**config.mk**
```make
export PLATFORM = sky130hd
export DESIGN_NAME = smp_ring_dma
export DESIGN_NICKNAME = d
export VERILOG_FILES = /design/src/rtl/smp_ring_pkg.sv /design/src/rtl/smp_ring_regs.sv /design/src/rtl/smp_ring_ptr.sv /design/src/rtl/smp_ring_flags.sv /design/src/rtl/smp_ring_dma.sv
export SDC_FILE = /design/constraint.sdc
export NUM_CORES = 1
export LEC_CHECK = 0
export ABC_AREA = 1
export BUFFER_PORTS_ARGS = -buffer_cell sky130_fd_sc_hd__buf_2
export CAP_MARGIN = 0
export CELL_PAD_IN_SITES_DETAIL_PLACEMENT = 1
export CELL_PAD_IN_SITES_GLOBAL_PLACEMENT = 1
export CORE_AREA = 2 2 107 130
export CTS_CLUSTER_SIZE = 25
export DETAILED_ROUTE_END_ITERATION = 7
export DIE_AREA = 0 0 109 132
export PLACE_DENSITY = 0.76
export SLEW_MARGIN = 5
export SYNTH_ARGS = -nofsm -noshare
export SYNTH_HDL_FRONTEND = slang
export SYNTH_SLANG_ARGS = --single-unit
export TNS_END_PERCENT = 1
```
**constraint.sdc**
```tcl
create_clock -name clk -period 2.9 [get_ports clk]
set_input_delay 0.58 -clock clk [delete_from_list [all_inputs] [get_ports clk]]
set_output_delay 0.58 -clock clk [all_outputs]
set_load 0.02 [all_outputs]
```
**src/rtl/smp_ring_pkg.sv**
```systemverilog
package smp_ring_pkg;

  localparam int FLAG_N  = 4;
  localparam int FL_RDY  = 0;
  localparam int FL_HALF = 1;
  localparam int FL_FULL = 2;
  localparam int FL_OVF  = 3;

  localparam logic [2:0] RA_BASE = 3'd0;
  localparam logic [2:0] RA_LEN  = 3'd1;
  localparam logic [2:0] RA_CTRL = 3'd2;
  localparam logic [2:0] RA_FLAG = 3'd3;
  localparam logic [2:0] RA_IE   = 3'd4;
  localparam logic [2:0] RA_DATA = 3'd5;

  localparam int unsigned MIN_LEN = 2;

  // effective ring length after the lower clamp
  function automatic int unsigned ring_len(input int unsigned len);
    return (len < MIN_LEN) ? MIN_LEN : len;
  endfunction

  function automatic int unsigned ring_last(input int unsigned len);
    return ring_len(len) - 1;
  endfunction

  // last slot of the first half
  function automatic int unsigned ring_half(input int unsigned len);
    return (ring_len(len) / 2) - 1;
  endfunction

  // byte address of a half-word slot
  function automatic int unsigned ring_addr(input int unsigned base,
                                            input int unsigned idx);
    return base + (idx << 1);
  endfunction

  // slot after idx; also recovers when the length shrinks below idx
  function automatic int unsigned ring_step(input int unsigned idx,
                                            input int unsigned len);
    return (idx >= ring_last(len)) ? 0 : idx + 1;
  endfunction

endpackage

```
**src/rtl/smp_ring_regs.sv**
```systemverilog
module smp_ring_regs
  import smp_ring_pkg::*;
#(
  parameter int ADDR_W = 16,
  parameter int LEN_W  = 8,
  parameter int DATA_W = 16,
  parameter int REG_W  = 32
) (
  input  logic              clk,
  input  logic              rst_n,
  input  logic              reg_wr,
  input  logic [2:0]        reg_addr,
  input  logic [REG_W-1:0]  reg_wdata,
  input  logic [FLAG_N-1:0] flags,
  input  logic [DATA_W-1:0] data,
  output logic [REG_W-1:0]  reg_rdata,
  output logic [ADDR_W-1:0] base_q,
  output logic [LEN_W-1:0]  len_q,
  output logic              dma_en_q,
  output logic              en_pulse,
  output logic [FLAG_N-1:0] ie_q,
  output logic              flag_wr,
  output logic [FLAG_N-1:0] clr_mask
);

  logic wr_base, wr_len, wr_ctrl, wr_ie;
  logic unused_wdata;

  assign unused_wdata = ^reg_wdata;

  assign wr_base  = reg_wr && (reg_addr == RA_BASE);
  assign wr_len   = reg_wr && (reg_addr == RA_LEN);
  assign wr_ctrl  = reg_wr && (reg_addr == RA_CTRL);
  assign wr_ie    = reg_wr && (reg_addr == RA_IE);
  assign flag_wr  = reg_wr && (reg_addr == RA_FLAG);

  assign en_pulse = wr_ctrl && reg_wdata[0] && !dma_en_q;
  assign clr_mask = flag_wr ? reg_wdata[FLAG_N-1:0] : '0;

  always_ff @(posedge clk or negedge rst_n) begin
    if (!rst_n) begin
      base_q   <= '0;
      len_q    <= '0;
      dma_en_q <= 1'b0;
      ie_q     <= '0;
    end else begin
      if (wr_base) base_q   <= {reg_wdata[ADDR_W-1:1], 1'b0};
      if (wr_len)  len_q    <= reg_wdata[LEN_W-1:0];
      if (wr_ctrl) dma_en_q <= reg_wdata[0];
      if (wr_ie)   ie_q     <= reg_wdata[FLAG_N-1:0];
    end
  end

  always_comb begin
    reg_rdata = '0;
    case (reg_addr)
      RA_BASE: reg_rdata = REG_W'(base_q);
      RA_LEN:  reg_rdata = REG_W'(len_q);
      RA_CTRL: reg_rdata = REG_W'(dma_en_q);
      RA_FLAG: reg_rdata = REG_W'(flags);
      RA_IE:   reg_rdata = REG_W'(ie_q);
      RA_DATA: reg_rdata = REG_W'($signed(data));
      default: reg_rdata = '0;
    endcase
  end

endmodule

```
**src/rtl/smp_ring_ptr.sv**
```systemverilog
module smp_ring_ptr
  import smp_ring_pkg::*;
#(
  parameter int ADDR_W = 16,
  parameter int LEN_W  = 8,
  parameter int DATA_W = 16
) (
  input  logic              clk,
  input  logic              rst_n,
  input  logic              res_valid,
  input  logic [DATA_W-1:0] res_data,
  input  logic              dma_en,
  input  logic              en_pulse,
  input  logic [ADDR_W-1:0] base,
  input  logic [LEN_W-1:0]  len,
  output logic              mem_we,
  output logic [ADDR_W-1:0] mem_addr,
  output logic [DATA_W-1:0] mem_wdata,
  output logic [DATA_W-1:0] data_q,
  output logic              wr_evt,
  output logic              half_evt,
  output logic              full_evt,
  output logic              ovf_evt
);

  localparam int IDX_W = LEN_W;

  logic [IDX_W-1:0] idx_q;
  logic             at_half, at_last;

  assign at_half  = (32'(idx_q) == ring_half(32'(len)));
  assign at_last  = (32'(idx_q) >= ring_last(32'(len)));

  assign wr_evt   = res_valid && dma_en;
  assign ovf_evt  = res_valid && !dma_en;
  assign half_evt = wr_evt && at_half;
  assign full_evt = wr_evt && at_last;

  always_ff @(posedge clk or negedge rst_n) begin
    if (!rst_n) begin
      idx_q <= '0;
    end else if (en_pulse) begin
      idx_q <= '0;
    end else if (wr_evt) begin
      idx_q <= IDX_W'(ring_step(32'(idx_q), 32'(len)));
    end
  end

  always_ff @(posedge clk or negedge rst_n) begin
    if (!rst_n) begin
      mem_we    <= 1'b0;
      mem_addr  <= '0;
      mem_wdata <= '0;
    end else begin
      mem_we <= wr_evt;
      if (wr_evt) begin
        mem_addr  <= ADDR_W'(ring_addr(32'(base), 32'(idx_q)));
        mem_wdata <= res_data;
      end
    end
  end

  always_ff @(posedge clk or negedge rst_n) begin
    if (!rst_n)         data_q <= '0;
    else if (res_valid) data_q <= res_data;
  end

endmodule

```
**src/rtl/smp_ring_flags.sv**
```systemverilog
module smp_ring_flags
  import smp_ring_pkg::*;
(
  input  logic              clk,
  input  logic              rst_n,
  input  logic [FLAG_N-1:0] set_vec,
  input  logic [FLAG_N-1:0] clr_mask,
  input  logic [FLAG_N-1:0] ie,
  output logic [FLAG_N-1:0] flags_q,
  output logic              irq
);

  // a set in the same clock as a clear leaves the flag set
  always_ff @(posedge clk or negedge rst_n) begin
    if (!rst_n) flags_q <= '0;
    else        flags_q <= (flags_q & ~clr_mask) | set_vec;
  end

  assign irq = |(flags_q & ie);

endmodule

```
**src/rtl/smp_ring_dma.sv**
```systemverilog
module smp_ring_dma
  import smp_ring_pkg::*;
#(
  parameter int ADDR_W = 16,
  parameter int LEN_W  = 8,
  parameter int DATA_W = 16,
  parameter int REG_W  = 32
) (
  input  logic              clk,
  input  logic              rst_n,
  input  logic              res_valid,
  input  logic [DATA_W-1:0] res_data,
  input  logic              reg_wr,
  input  logic [2:0]        reg_addr,
  input  logic [REG_W-1:0]  reg_wdata,
  output logic [REG_W-1:0]  reg_rdata,
  output logic              mem_we,
  output logic [ADDR_W-1:0] mem_addr,
  output logic [DATA_W-1:0] mem_wdata,
  output logic              irq
);

  // named internal events, also used by the bound checker
  logic [ADDR_W-1:0] base_w;
  logic [LEN_W-1:0]  len_w;
  logic              dma_en_w;
  logic              en_pulse_w;
  logic [FLAG_N-1:0] ie_w;
  logic              flag_wr_w;
  logic [FLAG_N-1:0] clr_mask_w;
  logic [FLAG_N-1:0] flags_w;
  logic [FLAG_N-1:0] set_vec_w;
  logic [DATA_W-1:0] data_w;
  logic              wr_evt_w, half_evt_w, full_evt_w, ovf_evt_w;

  smp_ring_regs #(
    .ADDR_W(ADDR_W), .LEN_W(LEN_W), .DATA_W(DATA_W), .REG_W(REG_W)
  ) u_regs (
    .clk       (clk),
    .rst_n     (rst_n),
    .reg_wr    (reg_wr),
    .reg_addr  (reg_addr),
    .reg_wdata (reg_wdata),
    .flags     (flags_w),
    .data      (data_w),
    .reg_rdata (reg_rdata),
    .base_q    (base_w),
    .len_q     (len_w),
    .dma_en_q  (dma_en_w),
    .en_pulse  (en_pulse_w),
    .ie_q      (ie_w),
    .flag_wr   (flag_wr_w),
    .clr_mask  (clr_mask_w)
  );

  smp_ring_ptr #(
    .ADDR_W(ADDR_W), .LEN_W(LEN_W), .DATA_W(DATA_W)
  ) u_ptr (
    .clk       (clk),
    .rst_n     (rst_n),
    .res_valid (res_valid),
    .res_data  (res_data),
    .dma_en    (dma_en_w),
    .en_pulse  (en_pulse_w),
    .base      (base_w),
    .len       (len_w),
    .mem_we    (mem_we),
    .mem_addr  (mem_addr),
    .mem_wdata (mem_wdata),
    .data_q    (data_w),
    .wr_evt    (wr_evt_w),
    .half_evt  (half_evt_w),
    .full_evt  (full_evt_w),
    .ovf_evt   (ovf_evt_w)
  );

  always_comb begin
    set_vec_w          = '0;
    set_vec_w[FL_RDY]  = res_valid;
    set_vec_w[FL_HALF] = half_evt_w;
    set_vec_w[FL_FULL] = full_evt_w;
    set_vec_w[FL_OVF]  = ovf_evt_w;
  end

  smp_ring_flags u_flags (
    .clk      (clk),
    .rst_n    (rst_n),
    .set_vec  (set_vec_w),
    .clr_mask (clr_mask_w),
    .ie       (ie_w),
    .flags_q  (flags_w),
    .irq      (irq)
  );

endmodule

```
; ---- After elaboration in Yosys (flattened, before gate mapping)
; Cells that the tools add are included.
[op_classes]
n_addsub = 4
n_mul = 0
div_mod_pow = 0
magnitude_cmp = 2
n_eq_ne = 6
shift = 0
muxes = 6
bitwise_logic = 4
reduce_logical = 15
[ops]
columns = op, count
row1 = $pmux W32 S6, 1
row2 = $eq A8 B32 Y1, 1
row3 = $ge A8 B32 Y1, 1
row4 = $mux W8, 4
row5 = $sub A32 B1 Y32 const B, 1
row6 = $add A16 B9 Y16, 1
row7 = $logic_and A1 B1 Y1, 11
row8 = $add A8 B1 Y8 const B, 1
row9 = $and A4 B4 Y4, 2
row10 = $lt A8 B2 Y1 const B, 1
row11 = $sub A7 B1 Y8 const B, 1
row12 = $eq A3 B2 Y1 const B, 2
row13 = $eq A3 B3 Y1 const B, 2
row14 = $mux W4, 1
row15 = $not A4 Y4, 1
row16 = $or A4 B4 Y4, 1
row17 = $reduce_or A4 Y1, 1
row18 = $eq A3 B1 Y1 const B, 1
row19 = $logic_not A3 Y1, 1
row20 = $reduce_bool A2 Y1, 1
row21 = $logic_not A1 Y1, 1
[totals]
reg_bits = 89
latchBits = 0
ram_bits = 0
mem_bits_ro = 0
output_inout_bits = 66
n_memories = 0

; ---- Longest topological paths before layout
[logic_depth]
depth_word = 7
mapped_depth = 21

; ---- Modules after synthesis
; Synthesis repeated with hierarchy kept, for this count alone.
[unflattened]
cells_unflattened = 772
hier_area_um2 = 5516.5
[by_module_without_submodules]
columns = module, instances, cells_per_inst, area_per_inst_um2
row1 = smp_ring_ptr, 1, 506, 3555.9
row2 = smp_ring_regs, 1, 245, 1781.7
row3 = smp_ring_flags, 1, 21, 178.9

; ---- Worst setup path before layout
; No wires, ideal clock.
[synth_timing]
path_kind = register to register
startpoint = register u_regs.len_q[4]
endpoint = register u_ptr.idx_q[2]
arrival_ps = 2645
slack_ps = 181
stages_incl_launch_ff = 20
n_path_buf = 0
period_less_slack_ps = 2719
cell_sequence = dfrtp_1 inv_2 nand2_1 nor2_2 nand2_4 nand2_1 inv_1 ha_1 nand2_1 nor2_1 nand3_1 inv_1 ha_1 ha_1 a21oi_1 o21a_1 nand2_1 o21ai_4 nand2_4 o21ai_2
[synth_between]
elab_chain_len = 7
[synth_rtl]
columns = element, line_no
row1 = "start, declared", smp_ring_regs.sv:18  ; output logic [LEN_W-1:0] len_q,
row2 = "start signal, assigned", smp_ring_regs.sv:48  ; if (wr_len) len_q <= reg_wdata[LEN_W-1:0];
row3 = $lt A8 B2 Y1, smp_ring_pkg.sv:20  ; return (len < MIN_LEN) ? MIN_LEN : len;
row4 = $mux W8 (*), smp_ring_pkg.sv:20
row5 = $sub A32 B1 Y32 (*), smp_ring_pkg.sv:24  ; return ring_len(len) - 1;
row6 = $ge A8 B32 Y1 (*), smp_ring_pkg.sv:41  ; return (idx >= ring_last(len)) ? 0 : idx + 1;
row7 = $mux W8 (*), smp_ring_pkg.sv:41
row8 = $mux W8 (*), smp_ring_ptr.sv:44  ; end else if (wr_evt) begin
row9 = $mux W8 (*), smp_ring_ptr.sv:42  ; end else if (en_pulse) begin
row10 = "end signal, assigned", smp_ring_ptr.sv:45  ; idx_q <= IDX_W'(ring_step(32'(idx_q), 32'(len)));
row11 = "end, declared", smp_ring_ptr.sv:28  ; logic [IDX_W-1:0] idx_q;
; Every way passes the cells marked *; elsewhere a longest branch is shown, timed or not. The select of a mux whose other input is x is not followed.
; A chain may end at the register's enable or synchronous reset.

; ---- Worst setup path after layout
[layout_timing]
startpoint = register u_regs.len_q[3]
endpoint = register u_flags.flags_q[2]
[layout_between]
elab_chain_len = 6
[layout_rtl]
columns = element, line_no
row1 = $lt A8 B2 Y1, smp_ring_pkg.sv:20
row2 = $mux W8 (*), smp_ring_pkg.sv:20
row3 = $sub A32 B1 Y32 (*), smp_ring_pkg.sv:24
row4 = $ge A8 B32 Y1 (*), smp_ring_ptr.sv:32  ; assign at_last = (32'(idx_q) >= ring_last(32'(len)));
row5 = $logic_and A1 B1 Y1 (*), smp_ring_ptr.sv:37  ; assign full_evt = wr_evt && at_last;
row6 = $or A4 B4 Y4 (*), smp_ring_flags.sv:16  ; else flags_q <= (flags_q & ~clr_mask) | set_vec;
row7 = "end signal, assigned", smp_ring_flags.sv:16
row8 = "end, declared", smp_ring_flags.sv:9  ; output logic [FLAG_N-1:0] flags_q,
; Every way passes the cells marked *; elsewhere a longest branch is shown, timed or not.

==> flow_metrics.py <==
metrics = {
    "worst_setup_path": {
        "r2r_setup_slack_ns": 0.06,
        "crit_fanout": 7,
        "worstRegToRegCells": 19,
        "startpoint_type": "flip-flop",
        "critPathKind": "flip-flop to flip-flop",
        "cp_data_arrival_time_ns": 3.05,
        "end_kind": "flip-flop",
        "r2r_start": "u_regs.len_q[3]",
        "cp.required_ns": 3.11,
        "timing.rr.end": "u_flags.flags_q[2]",
    },
    "sta": {
        "hold_violations": 0,
        "min_period_ns": 2.84,
        "fin_worst_skew_ns": 0.0111,
        "worst_pin_slew_ns": 0.661,
        "layout_setup_ws_ns": 0.0575,
        "setup_viol": 0,
        "hold_slack_ns": 0.265,
        "slew-limit-headroom": 0.559,
        "slew_violations": 0,
        "fmax_ghz": 0.352,
        "finalCritPeriodShare": 0.980,
    },
    "final_layout": {
        "drive_gt1_frac": 0.290,
        "final_cell_mix": "185 x nand2_1, 102 x buf_2, 88 x dfrtp_1, 65 x inv_1, 52 x o21ai_0",
        "fillCellCount": 1644,
        "stdcell_count": 927,
        "nNetsFinal": 831,
        "final_common_cell": "nand2_1",
        "diodes": 0,
        "post-route-cell-area_um2": 6320,
        "syn2layout_area_growth_pct": 24.9,
    },
    "grt": {
        "met3_usage": 0.0217,
        "grt_usage": 0.215,
        "use_met2": 0.376,
        "grt_pass1_wl_mm": 24.2,
        "met1_usage": 0.263,
        "grt_pass1_vias": 4904,
        "grt_overflow_total": 0,
        "grt_max_degree": 50,
        "antenna_found_initial": 0,
        "grt_busiest_layer": "met2",
    },
    "logic_synthesis": {
        "syn_nets": 708,
        "synth_edf_count": 0,
        "synth_async_sr_flop_share": 1.00,
        "ys_warn_count": 0,
        "syn_inst": 631,
        "synth-seq-area-share": 0.435,
        "ys_ff_latch": 88,
        "synth_area_um2": 5060,
        "syn-mean-instance-area_um2": 8.02,
        "synth_top_flop_cell": "dfrtp_1",
        "synth_cell_type_count": 47,
    },
    "power": {
        "p_per_area_nw_per_um2": 783,
        "p_sw_frac": 0.408,
        "leakagePower_nw": 3.37,
        "p_seq_frac": 0.362,
        "design_power_total_mw": 4.95,
        "ir_worst_vdd_mv": 0.274,
        "internal_power_mw": 2.93,
        "power_frac_clock": 0.232,
        "p_sw_mw": 2.02,
        "combPwrFrac": 0.407,
    },
    "cts": {
        "htree_num_levels": 3,
        "root_buffer": "clkbuf_16",
        "path_clk_slew_ns": 0.07,
        "cts.sinks": 88,
        "insertion_delay_ns": 0.35,
        "cts.path.max_buffers": 2,
        "numCtsBuffers": 9,
        "tritoncts": "done",
        "holdBufCountCts": 0,
    },
    "detailed_routing": {
        "avgViaCountPerCell": 5.06,
        "ant_nets": 0,
        "firstDrtPassIters": 4,
        "drcViolationCount": 0,
        "avgRoutedWirePerCell_um": 16.7,
        "dr_total_vias": 4688,
        "drt-initial-drc-count": 213,
        "wirelength_mm": 15.5,
    },
    "outcome": {
        "outcome": "finished, final reports clean",
    },
    "die": {
        "initial_utilization": 0.387,
        "die-width_um": 109,
        "core_area_um2": 13100,
        "io_pins": 121,
        "rows": 46,
        "die_h_um": 132,
        "dieArea_um2": 14400,
    },
    "job": {
        "maxCapViolCount": 0,
    },
    "placement": {
        "dp_slack_ns": -0.0474,
        "place_area_um2": 5840,
        "hpwl_mm": 11.9,
        "io_buffers": 103,
        "place_inst": 905,
        "globalplace.congestion": 0.978,
    },
    "hold_path": {
        "holdCritPathClass": "primary input to async pin",
    },
}
## power by group through the flow
stage	Clock (mW)	Sequential [mW]	Combinational [mW]
after global routing	1.23	1.83	2.22
after global placement	0	1.79	1.80
after floorplan	0	1.96	0.979
final	1.15	1.79	2.01
after CTS	1.17	1.79	1.91
after detailed placement	0	1.81	1.88
## cell families (layout without fill, tap and decap cells)
logic type               Yosys count  after routing  share of synthesized area
AO/OA/AOI/OAI                    116            116                      0.137
XOR/XNOR                          16             16                     0.0277
adder cells (fa/ha/maj)           22             22                     0.0559
buffers and inverters            107            235                     0.0977
flip-flops                        88             88                      0.435
multiplexers                       2              2                    0.00445
other                              1              1                   0.000741
AND/OR/NAND/NOR                  279            279                      0.241
## state kept, by name, summed over array words and instances (netlist names)
name / count
u_ptr.data_q: 16
u_ptr.mem_wdata: 16
u_ptr.mem_addr: 15
u_regs.base_q: 15
u_ptr.idx_q: 8
u_regs.len_q: 8
u_flags.flags_q: 4
u_regs.ie_q: 4
u_ptr.mem_we: 1
u_regs.dma_en_q: 1
## per-stage QoR
stage | TNS [ns] | utilization
floorplan | 0 | -
global placement | 0 | 0.447
detailed placement | -0.255 | 0.447
CTS | 0 | 0.471
global route | -0.194 | 0.483
finish | 0 | 0.483
## critical path, stage by stage, from the launching register on
cell and delay [ns]:
dfrtp_1 0.41, inv_2 0.08, nand2_2 0.08, nor2_4 0.12, nand2_4 0.06, nand2_2 0.07, inv_2 0.07, ha_4 0.17
nand2_1 0.08, nor2_2 0.04, nand3_1 0.08, inv_1 0.08, ha_4 0.28, ha_4 0.19, a21oi_1 0.16, o21a_1 0.15
nand2_2 0.07, o21ai_4 0.29, buf_6 0.15, o21ai_1 0.06
## routing by layer
layer	vias to the layer above	part of all wire
met1	2286	0.42
met4	0	0.023
li1	2266	-
met3	22	0.040
met2	114	0.51
met5	-	0
## cell type report
type / instances / area [µm²] / area share
Sequential cell: 88 / 2200 / 0.349
Clock buffer: 10 / 239 / 0.0378
Tap cell: 168 / 210 / 0.0333
Timing Repair Buffer: 143 / 826 / 0.131
Clock inverter: 6 / 51.3 / 0.00812
Multi-Input combinational cell: 436 / 2490 / 0.395
Inverter: 76 / 293 / 0.0464
## repair_timing
item                                   CTS  global route
buffers inserted                         1             5
endpoints found under the hold margin    0             0
setup endpoints to repair                8             9
resized for setup                        3            27
pin swaps                                2            11
## how the worst max path moves through the flow
stage	start	endpoint	depth (start not counted)	slack, ns
after floorplan	u_regs.len_q[4]	u_ptr.idx_q[2]	19	0.18
after global placement	u_regs.len_q[7]	u_ptr.idx_q[4]	19	0.05
after detailed placement	u_regs.len_q[7]	u_ptr.idx_q[6]	21	-0.05
after CTS	u_regs.len_q[3]	u_ptr.idx_q[0]	19	0.02
after global routing	u_regs.len_q[3]	u_flags.flags_q[2]	22	-0.06
final	u_regs.len_q[3]	u_flags.flags_q[2]	19	0.06
## synthesized netlist by cell type, types with 3 or more instances
cell,number,area (µm²)
a21oi_1,15,75.1
buf_1,3,11.3
buf_4,18,135
clkbuf_1,6,22.5
dfrtp_1,88,2200
ha_1,21,263
inv_1,67,251
inv_2,7,26.3
nand2_1,191,717
nand2_2,6,37.5
nand2_4,5,56.3
nand3_1,27,135
nand4_1,9,56.3
nor2_1,29,109
nor2_4,4,45.0
o211ai_1,5,37.5
o21a_1,3,22.5
o21ai_0,54,270
o21ai_1,11,55.1
o21ai_2,3,26.3
o221ai_1,4,35.0
o22ai_1,8,50.1
xnor2_1,3,26.3
xor2_1,13,114
No activity file was read; power rests on OpenSTA's default activity.
